--- src/rtl/pgwr_pkg.sv ---
// Package: shared helpers for the page write collector.
// Assumes callers pass positive cycle counts.
package pgwr_pkg;

    // Width of a counter that must hold values 0..cyc-1, at least 1 bit.
    function automatic int unsigned cnt_width(input int unsigned cyc);
        int unsigned w;
        w = $clog2(cyc);
        return (w < 1) ? 1 : w;
    endfunction

endpackage

--- src/rtl/pgwr_latch.sv ---
// Module: pgwr_latch
// Holds the page bytes, their valid flags, the page number and the slot index.
// Assumes at most one strobe per cycle. Priority while idle:
// abort > commit > load. All strobes are ignored while busy.
module pgwr_latch #(
    parameter int unsigned AW    = 8,
    parameter int unsigned DW    = 8,
    parameter int unsigned SLOTS = 8,
    localparam int unsigned SW   = $clog2(SLOTS),
    localparam int unsigned PW   = AW - SW
) (
    input  logic                      clk,
    input  logic                      rst_n,
    input  logic                      ld,
    input  logic [DW-1:0]             ld_byte,
    input  logic [AW-1:0]             ld_addr,
    input  logic                      commit,
    input  logic                      abort,
    input  logic                      busy,
    input  logic                      done,
    output logic                      go,
    output logic [SLOTS-1:0]          mask,
    output logic [SLOTS-1:0][DW-1:0]  pg,
    output logic [PW-1:0]             page,
    output logic [SW-1:0]             slot
);

    logic empty;
    logic [SW-1:0] ld_slot;

    assign empty   = (mask == '0);
    assign ld_slot = empty ? ld_addr[SW-1:0] : slot;

    // Commit request is accepted only when idle, not aborting, and something is held.
    assign go = commit && !busy && !abort && !empty;

    // Fill slots, keep valid flags, clear them on abort or at the end of the cycle.
    always_ff @(posedge clk) begin
        if (!rst_n) begin
            mask <= '0;
            pg   <= '0;
            page <= '0;
            slot <= '0;
        end else if (done) begin
            mask <= '0;
        end else if (!busy) begin
            if (abort) begin
                mask <= '0;
            end else if (ld && !commit) begin
                if (empty) begin
                    page <= ld_addr[AW-1:SW];
                end
                pg[ld_slot]   <= ld_byte;
                mask[ld_slot] <= 1'b1;
                slot          <= ld_slot + SW'(1);
            end
        end
    end

    // valid flags are frozen for the whole busy window.
    a_r7_mask_frozen: assert property (@(posedge clk) disable iff (!rst_n)
        (busy && $past(busy)) |-> $stable(mask));

    // the page number stays fixed while a transaction holds bytes.
    a_r2_page_fixed: assert property (@(posedge clk) disable iff (!rst_n)
        ((|$past(mask)) && (|mask)) |-> $stable(page));

endmodule

--- src/rtl/pgwr_timer.sv ---
// Module: pgwr_timer
// Self-timed write window. It starts on go and lasts CYC_CLKS clocks.
// The elapsed count is exported so the write port can scan slots.
// Assumes CYC_CLKS >= number of page slots.
module pgwr_timer #(
    parameter int unsigned CYC_CLKS = 1_000_000,
    parameter int unsigned CW       = 20
) (
    input  logic          clk,
    input  logic          rst_n,
    input  logic          go,
    output logic          busy,
    output logic          done,
    output logic [CW-1:0] cnt
);

    localparam logic [CW-1:0] LAST = CW'(CYC_CLKS - 1);

    assign done = busy && (cnt == LAST);

    // Count busy clocks and drop busy after the last one.
    always_ff @(posedge clk) begin
        if (!rst_n) begin
            busy <= 1'b0;
            cnt  <= '0;
        end else if (busy) begin
            if (cnt == LAST) begin
                busy <= 1'b0;
                cnt  <= '0;
            end else begin
                cnt <= cnt + CW'(1);
            end
        end else if (go) begin
            busy <= 1'b1;
            cnt  <= '0;
        end
    end

    // busy only begins in the clock after an accepted commit.
    a_r4_busy_from_go: assert property (@(posedge clk) disable iff (!rst_n)
        $rose(busy) |-> $past(go));

    // the count never passes the programmed window.
    a_r4_cnt_bound: assert property (@(posedge clk) disable iff (!rst_n)
        busy |-> (cnt <= LAST));

endmodule

--- src/rtl/pgwr_port.sv ---
// Module: pgwr_port
// Drives the array write port. Busy clock k, for k below SLOTS, writes slot k
// if it is valid. Purely combinational; it relies on the latch keeping
// mask and data stable while busy.
module pgwr_port #(
    parameter int unsigned AW    = 8,
    parameter int unsigned DW    = 8,
    parameter int unsigned SLOTS = 8,
    parameter int unsigned CW    = 20,
    localparam int unsigned SW   = $clog2(SLOTS),
    localparam int unsigned PW   = AW - SW
) (
    input  logic                      busy,
    input  logic [CW-1:0]             cnt,
    input  logic [SLOTS-1:0]          mask,
    input  logic [SLOTS-1:0][DW-1:0]  pg,
    input  logic [PW-1:0]             page,
    output logic                      mem_we,
    output logic [AW-1:0]             mem_addr,
    output logic [DW-1:0]             mem_wdata
);

    logic          in_scan;
    logic [SW-1:0] idx;

    assign in_scan = busy && (cnt < CW'(SLOTS));
    assign idx     = cnt[SW-1:0];

    // Select the scanned slot and gate the enable by its valid flag.
    always_comb begin
        mem_we    = in_scan && mask[idx];
        mem_addr  = {page, idx};
        mem_wdata = pg[idx];
    end

endmodule

--- src/rtl/pgwr_buf.sv ---
// Module: pgwr_buf (top)
// Page write collector with a self-timed commit. It gathers bytes from the
// bus engine, writes them to the array after STOP and holds busy for
// CYC_CLKS clocks. Assumes SLOTS is a power of two and CYC_CLKS >= SLOTS.
module pgwr_buf
    import pgwr_pkg::*;
#(
    parameter int unsigned AW       = 8,
    parameter int unsigned DW       = 8,
    parameter int unsigned SLOTS    = 8,
    parameter int unsigned CYC_CLKS = 1_000_000
) (
    input  logic          clk,
    input  logic          rst_n,
    input  logic          ld_stb,
    input  logic [DW-1:0] ld_byte,
    input  logic [AW-1:0] ld_addr,
    input  logic          commit_stb,
    input  logic          abort_stb,
    output logic          mem_we,
    output logic [AW-1:0] mem_addr,
    output logic [DW-1:0] mem_wdata,
    output logic          busy,
    output logic [AW-1:0] ptr
);

    localparam int unsigned SW = $clog2(SLOTS);
    localparam int unsigned PW = AW - SW;
    localparam int unsigned CW = cnt_width(CYC_CLKS) + 1;

    logic                     go;
    logic                     done;
    logic [CW-1:0]            cnt;
    logic [SLOTS-1:0]         mask;
    logic [SLOTS-1:0][DW-1:0] pg;
    logic [PW-1:0]            page;
    logic [SW-1:0]            slot;

    pgwr_latch #(.AW(AW), .DW(DW), .SLOTS(SLOTS)) u_latch (
        .clk(clk), .rst_n(rst_n), .ld(ld_stb), .ld_byte(ld_byte),
        .ld_addr(ld_addr), .commit(commit_stb), .abort(abort_stb),
        .busy(busy), .done(done), .go(go), .mask(mask), .pg(pg),
        .page(page), .slot(slot)
    );

    pgwr_timer #(.CYC_CLKS(CYC_CLKS), .CW(CW)) u_timer (
        .clk(clk), .rst_n(rst_n), .go(go), .busy(busy), .done(done), .cnt(cnt)
    );

    pgwr_port #(.AW(AW), .DW(DW), .SLOTS(SLOTS), .CW(CW)) u_port (
        .busy(busy), .cnt(cnt), .mask(mask), .pg(pg), .page(page),
        .mem_we(mem_we), .mem_addr(mem_addr), .mem_wdata(mem_wdata)
    );

    // Pointer reported to the bus engine: page plus next slot.
    assign ptr = {page, slot};

    // the array is written only inside the busy window.
    a_r5_we_in_busy: assert property (@(posedge clk) disable iff (!rst_n)
        mem_we |-> busy);

endmodule

--- config.mk ---
export PLATFORM = sky130hd
export DESIGN_NAME = pgwr_buf
export DESIGN_NICKNAME = d
export VERILOG_FILES = /design/src/rtl/pgwr_pkg.sv /design/src/rtl/pgwr_latch.sv /design/src/rtl/pgwr_timer.sv /design/src/rtl/pgwr_port.sv /design/src/rtl/pgwr_buf.sv
export SDC_FILE = /design/constraint.sdc
export NUM_CORES = 1
export LEC_CHECK = 0
export ABC_AREA = 1
export BUFFER_PORTS_ARGS = -buffer_cell sky130_fd_sc_hd__buf_2
export CAP_MARGIN = 20
export CORE_ASPECT_RATIO = 1.75
export CORE_UTILIZATION = 40
export DETAILED_ROUTE_END_ITERATION = 12
export PLACE_DENSITY = 0.64
export SETUP_SLACK_MARGIN = 0.3
export SLEW_MARGIN = 0
export SYNTH_ARGS = -nofsm -noshare
export SYNTH_HDL_FRONTEND = slang
export SYNTH_SLANG_ARGS = --single-unit
--- constraint.sdc ---
create_clock -name clk -period 1.7 [get_ports clk]
set_clock_uncertainty 0.15 [all_clocks]
set_input_delay 0.17 -clock clk [delete_from_list [all_inputs] [get_ports clk]]
set_output_delay 0.17 -clock clk [all_outputs]
set_load 0.05 [all_outputs]
==> Yosys cells after proc, flatten, opt, wreduce, memory -nomap -nowiden <==
Index checks and enable logic that the tools add are counted.
{ "totals": {"romBits": 0, "register_bits": 102, "input_bits": 21, "mem_bits_rw": 0, "word_cells": 62, "output_inout_bits": 26, "memories": 0, "latch_bits": 0} }
{ "classes": {"magnitude_cmp": 4, "muxes": 18, "n_reduce_logical": 19, "add_sub_neg": 2, "shift": 0, "div_mod_pow": 0, "bitwise_logic": 5, "mul": 0, "n_eq_ne": 1} }
{ "op_table": {"columns": ["operator", "n"], "rows": [
  ["$bwmux W64", 1],
  ["$mux W21", 3],
  ["$mux W8", 4],
  ["$bmux W8 S3", 1],
  ["$demux W8 S3", 1],
  ["$add A21 B1 Y21 const B", 1],
  ["$eq A21 B20 Y1 const B", 1],
  ["$lt A21 B4 Y1 const B", 1],
  ["$logic_and A1 B1 Y1", 8],
  ["$logic_not A8 Y1", 1],
  ["$lt A3 B4 Y1 const B", 2],
  ["$or A8 B8 Y8", 1],
  ["$mux W1", 5],
  ["$reduce_and A5 Y1", 1],
  ["$logic_not A1 Y1", 4],
  ["$not A1 Y1", 4],
  ["$reduce_and A4 Y1", 1],
  ["$reduce_bool A2 Y1", 2],
  ["$add A3 B1 Y3 const B", 1],
  ["$bmux W1 S3", 1],
  ["$demux W1 S3", 1],
  ["$ge A3 B1 Y1 const B", 1],
  ["$mux W3", 1],
  ["$reduce_and A2 Y1", 1],
  ["$reduce_or A2 Y1", 1]
]} }

==> Logic depth before layout (Yosys ltp) <==
Gate-level depths: netlist of run 1.
{ "depth": {"ltp_word": 9, "depth_mapped": 12} }

==> By module <==
Synthesis of run 1 repeated with hierarchy kept, for this count alone.
{ "unflattened": {"cells_unflattened": 845, "area_unflattened_um2": 5584.1} }
{ "by_module_without_submodules": {"columns": ["module", "area_each_um2", "seq_area_each_um2", "cells_per_inst", "instances"], "rows": [
  ["pgwr_latch", 3458.3, 1601.5, 482, 1],
  ["pgwr_timer", 1306.3, 440.4, 195, 1],
  ["pgwr_port", 819.5, 0.0, 168, 1]
]} }

==> Least setup slack after synthesis of run 1 <==
Ideal clock, no wire load.
{ "synth_path": {"kind": "register to output", "startpoint": "reg u_timer.busy", "endpoint": "out mem_we", "arrival_ns": 1.999, "t_required_ns": 1.380, "slack_ns": -0.619, "stages_incl_launch_ff": 7, "path_cell_list": "dfxtp_1 -> buf_2 -> nand4_1 -> nor3_1 -> and3_1 -> nand2_1 -> nor2_1"} }
{ "synth_between": {"elab_chain_len": 2} }
{ "synth_lines": {"columns": ["item", "line_no", "source"], "rows": [
  ["start, declared", "pgwr_timer.sv:12", "output logic busy,"],
  ["start signal, assigned", "pgwr_timer.sv:24", "busy <= 1'b0;"],
  ["start signal, assigned", "pgwr_timer.sv:28", "busy <= 1'b0;"],
  ["start signal, assigned", "pgwr_timer.sv:34", "busy <= 1'b1;"],
  ["$logic_and A1 B1 Y1", "pgwr_port.sv:26", "assign in_scan = busy && (cnt < CW'(SLOTS));"],
  ["$logic_and A1 B1 Y1", "pgwr_port.sv:31", "mem_we = in_scan && mask[idx];"],
  ["end, declared", "pgwr_buf.sv:20", "output logic mem_we,"]
]} }
No other way between the ends.

==> Final worst setup path of run 1 <==
{ "layout_path": {"startpoint": "reg u_latch.mask[1]", "endpoint": "reg u_latch.pg[25] in the netlist's numbering"} }
{ "layout_between": {"elab_chain_len": 7, "word_cells_on_any_way": 8, "cone_classes": "2 x order compare; 4 x mux; 2 x reduce/logical"} }
{ "layout_lines": {"columns": ["item", "line_no", "source"], "rows": [
  ["start, declared", "pgwr_latch.sv:22", "output logic [SLOTS-1:0] mask,"],
  ["start signal, assigned", "pgwr_latch.sv:40", "mask <= '0;"],
  ["start signal, assigned", "pgwr_latch.sv:45", "mask <= '0;"],
  ["start signal, assigned", "pgwr_latch.sv:48", "mask <= '0;"],
  ["$logic_not A8 Y1 *", "pgwr_latch.sv:31", "assign empty = (mask == '0);"],
  ["$mux W3 *", "pgwr_latch.sv:32", "assign ld_slot = empty ? ld_addr[SW-1:0] : slot;"],
  ["$lt A3 B4 Y1 (implied by the code) or $ge A3 B1 Y1 (tied branches)", "pgwr_latch.sv:53", "pg[ld_slot] <= ld_byte;"],
  ["$logic_and A1 B1 Y1 (implied by the code)", "pgwr_latch.sv:53", null],
  ["$mux W8 (implied by the code)", "pgwr_latch.sv:53", null],
  ["$demux W8 S3 *", null, null],
  ["$bwmux W64 *", "pgwr_latch.sv:53", null],
  ["end signal, assigned by index", "pgwr_latch.sv:53", null],
  ["end, declared", "pgwr_latch.sv:23", "output logic [SLOTS-1:0][DW-1:0] pg,"]
]} }
Mark *: on every way between the ends. The rest lies on a longest branch, timed or not.
A chain may end at the register's enable or synchronous reset.

==> out/summary.log, run 1 <==
INFO  status         status=complete, but fails checks
INFO  status         violations=negative setup slack
INFO  timing         rsz_0062_raised_after_global_routing=yes
INFO  detailed_routing via_per_inst=5.69
INFO  place          place.gp.congestion=0.907
INFO  layout         nFillCells=1,021
INFO  timing         timing_max_transition_violations_final=0
INFO  logic_synthesis avgSynthCellArea=6.65µm²
INFO  floorplanning  floorplan.initialDensity=41.0%
INFO  detailed_routing detail_route.drc_violations=0
INFO  global_route   globalRouteOverflowTotal=0
INFO  logic_synthesis ys_ff_latch=102
INFO  global_route   grt_util_all_layers=31.3%
INFO  hold_path      worst_hold_path_type=input port to flip-flop
INFO  logic_synthesis post_synth_instance_area=5510µm²
INFO  floorplanning  num_rows=56
INFO  place          hpwlAfterDp=12.1mm
INFO  timing         timing_worst_slew_pin_value=0.531ns
INFO  timing         number_of_setup_violations_in_the_final_report=111
INFO  timing         final_min_period_over_clock_period=125%
INFO  place          io_buffers=46
INFO  clock_network  h_tree_level_count=3
INFO  floorplanning  core-area=13,500µm²
INFO  pwr            finalPower=6.31mW
INFO  detailed_routing vias=6,689
INFO  clock_network  clock_insertion_delay_worst_skew=0.35ns
INFO  critical_path  critical_path.max_fanout=4
INFO  detailed_routing drt_pre_antenna_iters=4
INFO  critical_path  critical_path_required=1.79ns
INFO  pwr            power.static_leakage=3.80nW
INFO  global_route   initial_antenna_violation_count=0
INFO  pwr            sw_pwr=1.96mW
INFO  pwr            vdd_ir_drop_max=0.489mV
INFO  place          place_area=6720µm²
INFO  global_route   number_of_global_route_vias_before_repair=6,510
INFO  timing         maxClockFrequency=0.470GHz
INFO  pwr            sw_frac_of_total=31.0%
INFO  critical_path  worst-setup-path-type=flip-flop to flip-flop
INFO  logic_synthesis synthesis.instances=829
INFO  layout         postLayoutCellArea=9340µm²
INFO  timing         hold_viol_final=0
INFO  logic_synthesis async_reset_ff_share=0%
INFO  clock_network  clk_root_buffer_cell=clkbuf_16
INFO  logic_synthesis synth_seq_area_share=37.0%
INFO  clock_network  cts_sinks=102
INFO  detailed_routing totalWireLength=25.1mm
INFO  layout         finalNetCount=1,020
INFO  critical_path  worstSetupEndpointType=flip-flop
INFO  pwr            seq_power_share=39.0%
INFO  logic_synthesis synth.net_count=852
INFO  floorplanning  die-height=157µm
INFO  floorplanning  floorplan.die.width=90.7µm
INFO  timing         timing.max_slew.rel_slack=64.6%
INFO  pwr            power.internal=4.35mW
INFO  layout         layout-area-overhead-vs-synth=69.4%
INFO  global_route   grt_start_max_net_pins=38
INFO  floorplanning  design.die.area=14,300µm²
INFO  logic_synthesis synth.yosys.warnings=0
INFO  critical_path  worstPathArrival=2.22ns
INFO  clock_network  clkTransAtPathRegs=0.07ns
INFO  clock_network  cts_tree=yes
INFO  layout         post_route_cells_drive_above_1_share=45.8%
INFO  detailed_routing detail_route.wl_per_cell=21.3µm
INFO  clock_network  tritoncts.num_buffers=9
INFO  detailed_routing ant_nets=0
INFO  critical_path  critical_path.startpoint_type=flip-flop
INFO  logic_synthesis synth_ff_type=dfxtp_1
INFO  job            maxCapViolCount=0
INFO  detailed_routing drt_first_iter_violations=493
INFO  floorplanning  pin_count=47
INFO  layout         antennaDiodeCount=0
INFO  clock_network  largest_buffer_count_on_any_clock_path=2
INFO  timing         post-route-min-period=2.13ns
INFO  pwr            relative_contribution_of_the_clock_network_to_total_power=33.6%
INFO  pwr            combPwrFrac=27.3%
INFO  timing         timing.final.ws_setup=-0.429ns
INFO  logic_synthesis synth_edf_count=0
INFO  global_route   grt_first_pass_wirelength=34.1mm
INFO  pwr            p_per_area=676nW/µm²
INFO  logic_synthesis post_synth_num_cell_types=35
[worst paths after layout]
path,start,end,slack (ns),cells after the start
min,rst_n,u_latch.pg[33],0.14,4
max reg2reg,u_latch.mask[1],u_latch.pg[25],-0.43,14
min reg2reg,u_latch.pg[26],u_latch.pg[26],0.32,2
max,u_latch.mask[1],u_latch.pg[25],-0.43,14
[final cells by class]
class                      instances  area [µm²]  share of cell area, %
clock buffer                      12         268                   2.87
multi-input combinational        636        4090                   43.8
inverter                          43         180                   1.93
timing repair buffer             205        2490                   26.6
sequential                       102        2070                   22.2
tap                              174         218                   2.33
clock inverter                     4        27.5                  0.295
[flip-flops by register name, indices dropped and copies added, names as in the netlist]
| register | flops |
|---|---|
| u_timer.cnt | 21 |
| u_timer.busy | 1 |
| u_latch.page | 5 |
| u_latch.mask | 8 |
| u_latch.slot | 3 |
| u_latch.pg | 64 |
[synthesized netlist by cell type (all sizes together) (2+ instances only)]
library cell  count  share of area, %
nor2            211                17
nand2           196                15
nand3           103               9.4
dfxtp           102                37
inv              42               2.9
o21ai            42               3.9
a21oi            32               2.9
buf              31               4.1
clkbuf           18               1.2
o22ai            18               2.0
nand4            11               1.2
nor3              5              0.66
xor2              4              0.64
o21bai            3              0.41
and2              2              0.23
ha                2              0.45
nor4              2              0.23
[power by group through the flow]
stage | registers [mW] | logic (mW) | clock network [mW]
final | 2.46 | 1.72 | 2.12
after global routing | 2.47 | 1.78 | 2.22
after CTS | 2.46 | 1.46 | 2.11
after detailed placement | 2.51 | 0.886 | 0
after global placement | 2.51 | 0.885 | 0
after floorplan | 2.53 | 0.586 | 0
[per-layer routing]
metal | wire length, µm | track usage (%) | up-vias
met1 | 8210 | 29.8 | 3141
met5 | 0 | 0 | -
met4 | 2500 | 28.7 | 0
met2 | 12800 | 57.3 | 356
met3 | 1570 | 4.64 | 170
li1 | - | - | 3022
[stage by stage]
stage	std cells	utilization, %	TNS (ns)	hold slack [ns]	setup WS (ns)
after detailed placement	1075	49.9	-5.25	0.299	-0.0859
after global routing	1176	69.4	-41.46	0.148	-0.537
after floorplan	829	-	0	0.185	0.0605
after global placement	1075	49.9	-4.04	0.295	-0.102
after CTS	1155	63.6	-20.89	0.0853	-0.327
final	1176	69.4	-33.35	0.136	-0.429
[logic make-up after synthesis]
group	count (synthesis)	share of synthesized area (%)
compound gates	97	9.56
xor+xnor	5	0.794
fa+ha+maj	2	0.454
buf+inv	92	8.28
flops	102	37.0
simple gates	531	43.9
[cells in the final DEF, fill, tap and decap left out, types with 21 or more instances in the layout]
cell type	Yosys	final
nand2_4	6	27
nor2_1	194	158
dfxtp_1	102	86
buf_4	10	63
nand3_1	103	34
nor2_2	2	25
nand3_2	0	66
nand2_2	10	21
buf_2	4	31
buf_6	9	37
buf_12	0	29
nor2_4	11	24
nand2_1	179	142
inv_1	42	37
[worst max-delay path, stage by stage (launching register included)]
cell	delay, ns
dfxtp_2	0.35
nor2_4	0.12
nand2_4	0.10
buf_12	0.14
buf_8	0.12
o21bai_4	0.14
nand2_4	0.08
buf_6	0.13
nor2_4	0.13
buf_12	0.14
buf_12	0.10
buf_16	0.12
nand3_2	0.05
nand2_1	0.08
nor2_1	0.05
[timing repair]
| item | in CTS | in global routing |
|---|---|---|
| pin swaps | 40 | 75 |
| resized for setup | 184 | 140 |
| cloned | 16 | 5 |
| endpoints found under the setup margin | 115 | 115 |
| setup buffers | 43 | 16 |
| hold endpoints to repair | 5 | 0 |
| hold buffers | 5 | 0 |
Power figures use the tool's default switching activity.
==> run 2: changes to the inputs <==
- CELL_PAD_IN_SITES_DETAIL_PLACEMENT: default -> 2
- CELL_PAD_IN_SITES_GLOBAL_PLACEMENT: default -> 2
- CORE_UTILIZATION: 40 -> 30
- HOLD_SLACK_MARGIN: default -> 0.08
- PLACE_DENSITY: 0.64 -> 0.81
==> run 2 against run 1 <==
The flow now stops in global routing (5_1_grt). Synthesized area stayed put. Synthesized cell count stayed put.
==> out/summary.log, run 2 <==
INFO  status         status=did not finish
INFO  status         flow.stopped_at=global routing (5_1_grt)
INFO  status         first-error=[ERROR DPL-0033] detailed placement checks failed during check placement.
INFO  global_route   initial_antenna_violation_count=1
INFO  floorplanning  pin_count=47
INFO  floorplanning  num_rows=65
INFO  timing         worstEndpointGrtRepair=mem_we
INFO  place          io_buffers=46
INFO  clock_network  clk_root_buffer_cell=clkbuf_16
INFO  logic_synthesis synth_edf_count=0
INFO  global_route   grt_start_max_net_pins=57
INFO  logic_synthesis synth_seq_area_share=37.0%
INFO  logic_synthesis ys_ff_latch=102
INFO  place          placedCellCount=1,151
INFO  logic_synthesis synth.yosys.warnings=0
INFO  logic_synthesis netlist_top_cells_area=dfxtp_1 (37%), nor2_1 (13%), nand2_1 (12%)
INFO  timing         endpoint_type=top-level output
INFO  logic_synthesis synthDominantCellAreaShare=37.0%
INFO  logic_synthesis post_synth_instance_area=5510µm²
INFO  clock_network  largest_buffer_count_on_any_clock_path=2
INFO  floorplanning  floorplan.initialDensity=30.7%
INFO  clock_network  cts_sinks=102
INFO  logic_synthesis netlist_top_cells_count=nor2_1 (194), nand2_1 (179), nand3_1 (103)
INFO  logic_synthesis yosys.cell_count.top_type=nor2_1
INFO  place          place.gp.congestion=0.868
INFO  logic_synthesis synth.net_count=852
INFO  floorplanning  die-height=181µm
INFO  logic_synthesis synthesis.instances=829
INFO  place          preCtsSetupSlack=-0.210ns
INFO  floorplanning  floorplan.die.width=104µm
INFO  clock_network  tritoncts.num_buffers=9
INFO  logic_synthesis yosys.area.top_type=dfxtp_1
INFO  logic_synthesis avgSynthCellArea=6.65µm²
INFO  place          place_area=6950µm²
INFO  logic_synthesis async_reset_ff_share=0%
INFO  logic_synthesis synth_ff_type=dfxtp_1
INFO  clock_network  h_tree_level_count=3
INFO  logic_synthesis post_synth_num_cell_types=35
INFO  place          hpwlAfterDp=17.3mm
## run 2: stage by stage
stage / hold slack (ns) / setup TNS (ns)
after global placement: 0.297 / -5.00
after CTS: 0.114 / -22.39
after floorplan: 0.185 / 0
after detailed placement: 0.310 / -10.93
## run 2: repair_timing
item / CTS
pin swaps: 81
hold endpoints to repair: 5
endpoints found under the setup margin: 115
hold buffers: 5
buffers inserted: 53
cloned: 12
gates resized for setup: 249
## run 2: logic make-up after synthesis
kind of cell	count (synthesis)	share of synthesized area [%]
flip-flops	102	37.0
buffers and inverters	92	8.28
XOR/XNOR	5	0.794
adder cells (fa/ha/maj)	2	0.454
AND/OR/NAND/NOR	531	43.9
AO/OA/AOI/OAI	97	9.56
==> run 3: changes to the inputs <==
- CELL_PAD_IN_SITES_DETAIL_PLACEMENT: 2 -> default
- CELL_PAD_IN_SITES_GLOBAL_PLACEMENT: 2 -> default
- CORE_ASPECT_RATIO: 1.75 -> default
- CORE_UTILIZATION: 30 -> 25
- HOLD_SLACK_MARGIN: 0.08 -> default
- PLACE_DENSITY: 0.81 -> default
- PLACE_DENSITY_LB_ADDON: default -> 0.15
- SETUP_SLACK_MARGIN: 0.3 -> default
- clock period: 1.7 -> 2.21 ns (I/O delays scaled with it)
==> run 3 against run 2 <==
The flow now finishes without violations.
==> out/summary.log, run 3 (same netlist as run 1, synthesis figures left out) <==
INFO  critical_path  cp_slowest_cell=dfxtp_1
INFO  detailed_routing totalWireLength=17.7mm
INFO  critical_path  setup.reg_to_reg.worst_slack=0.23ns
INFO  floorplanning  num_rows=53
INFO  pwr            p_per_area=636nW/µm²
INFO  detailed_routing via_per_inst=4.60
INFO  global_route   number_of_global_route_vias_before_repair=5,243
INFO  layout         post_route_cells_drive_above_1_share=15.7%
INFO  layout         final_cell_mix=nor2_1 (191), nand2_1 (179), nand3_1 (103)
INFO  global_route   grt_start_max_net_pins=46
INFO  hold_path      worst_hold_path_type=input port to flip-flop
INFO  place          place_area=6110µm²
INFO  layout         finalNetCount=896
INFO  status         status=completed
INFO  clock_network  cts_sinks=102
INFO  detailed_routing vias=5,299
INFO  timing         final_min_period_over_clock_period=94.8%
INFO  layout         layout.cells.most_common=nor2_1
INFO  detailed_routing detail_route.wl_per_cell=15.4µm
INFO  critical_path  critical_path.max_fanout=7
INFO  layout         antennaDiodeCount=0
INFO  floorplanning  pin_count=47
INFO  place          io_buffers=46
INFO  global_route   initial_antenna_violation_count=0
INFO  clock_network  largest_buffer_count_on_any_clock_path=2
INFO  layout         register_area=2050µm²
INFO  place          hpwlAfterDp=11.8mm
INFO  layout         largest_reg_flops=64
INFO  timing         setup_total_negative_slack=0ns
INFO  clock_network  cts_tree=yes
INFO  layout         multi_input_comb_area=3030µm²
INFO  critical_path  critical_path.cell_chain=nor2_1 > nand2_1 > nor3_2 > and3_1 > nand2_1 > nor2_2 > buf_6
INFO  critical_path  max_stage_delay=0.39ns
INFO  floorplanning  floorplan.initialDensity=25.9%
INFO  critical_path  cpLargestDelayFamily=simple AND/OR/NAND/NOR gates
INFO  clock_network  clk_root_buffer_cell=clkbuf_16
INFO  layout         postLayoutCellArea=6500µm²
INFO  layout         layout-area-overhead-vs-synth=17.9%
INFO  clock_network  clkTransAtPathRegs=0.07ns
INFO  place          place.gp.congestion=0.815
INFO  job            maxCapViolCount=0
INFO  timing         timing_max_transition_violations_final=0
INFO  timing         number_of_setup_violations_in_the_final_report=0
INFO  pwr            power.static_leakage=2.72nW
INFO  timing         hold_viol_final=0
INFO  clock_network  h_tree_level_count=3
INFO  clock_network  tritoncts.num_buffers=9
INFO  detailed_routing drt_pre_antenna_iters=4
INFO  clock_network  clock_insertion_delay_worst_skew=0.35ns
INFO  pwr            vdd_ir_drop_max=0.242mV
INFO  global_route   grt_util_all_layers=16.6%
INFO  timing         timing_worst_slew_pin_value=0.444ns
INFO  layout         nFillCells=2,327
INFO  timing         maxClockFrequency=0.477GHz
INFO  critical_path  critical_path_required=1.84ns
INFO  timing         post-route-min-period=2.10ns
INFO  floorplanning  core-area=21,300µm²
INFO  floorplanning  design.die.area=22,600µm²
INFO  detailed_routing drt_first_iter_violations=307
INFO  floorplanning  floorplan.die.width=150µm
INFO  layout         final_util=30.5%
INFO  critical_path  worstPathArrival=1.73ns
INFO  critical_path  critical_path.startpoint_type=flip-flop
INFO  critical_path  worstSetupEndpointType=output pin
INFO  critical_path  most_prevalent_standard_cell_on_the_critical_path=nand2_1
INFO  detailed_routing ant_nets=0
INFO  global_route   grt_first_pass_wirelength=28.7mm
INFO  critical_path  worst-setup-path-type=flip-flop to output pin
INFO  layout         max_flop_register=u_latch.pg
INFO  layout         largest_registers=u_latch.pg: 64 flops, u_timer.cnt: 21 flops, u_latch.mask: 8 flops
INFO  timing         timing.max_slew.rel_slack=70.4%
INFO  critical_path  crit_buf_inv=1
INFO  floorplanning  die-height=150µm
INFO  detailed_routing detail_route.drc_violations=0
INFO  global_route   globalRouteOverflowTotal=0
==> run 3: path summary, 6_finish.rpt <==
check | startpoint | endpoint | cells past startpoint
worst max register to register | u_timer.cnt[0] | u_timer.cnt[14] | 9
worst min-delay path | rst_n | u_timer.cnt[0] | 3
worst max-delay path | u_timer.cnt[10] | mem_we | 7
worst min register to register | u_latch.page[1] | u_latch.page[1] | 2
==> run 3: tightest hold or removal path, cell delays in order <==
cell and delay, ns:
buf_2 0.19, nand2_1 0.10, a21oi_1 0.04
==> run 3: final cells by class <==
cell class | instances | share of cell area [%]
Multi-Input combinational cell | 635 | 46.6
Sequential cell | 102 | 31.5
Timing Repair Buffer | 82 | 9.59
Tap cell | 275 | 5.30
Clock buffer | 11 | 3.89
Inverter | 43 | 2.48
Clock inverter | 5 | 0.635
==> run 3: metrics by stage <==
stage	worst slack [ns]	instances	hold slack [ns]	power [mW]
floorplan	0.0629	829	0.236	2.36
global placement	0.0819	1132	0.310	2.55
detailed placement	0.115	1132	0.315	2.55
CTS	0.0104	1153	0.0827	4.20
global route	-0.0262	1153	0.109	4.32
finish	0.114	1153	0.0869	4.13
==> run 3: timing repair <==
item / 4_1_cts / 5_1_grt
setup buffers: 0 / 0
pin swaps: 0 / 1
cloned: 0 / 0
endpoints found under the hold margin: 5 / 0
gates resized for setup: 4 / 10
endpoints found under the setup margin: 8 / 7
hold buffers: 5 / 0
==> run 3: layer usage <==
layer	global-route usage [%]	wire length, µm
met5	0	0
met1	22.7	8650
met4	6.06	320
met2	26.5	8000
met3	2.09	770
==> run 3: power breakdown <==
group | switching, mW | internal (mW) | leakage (nW) | total (mW)
clock | 0.788 | 0.840 | 0.144 | 1.63
combinational | 0.429 | 0.191 | 1.75 | 0.620
sequential | 0.0191 | 1.87 | 0.826 | 1.89
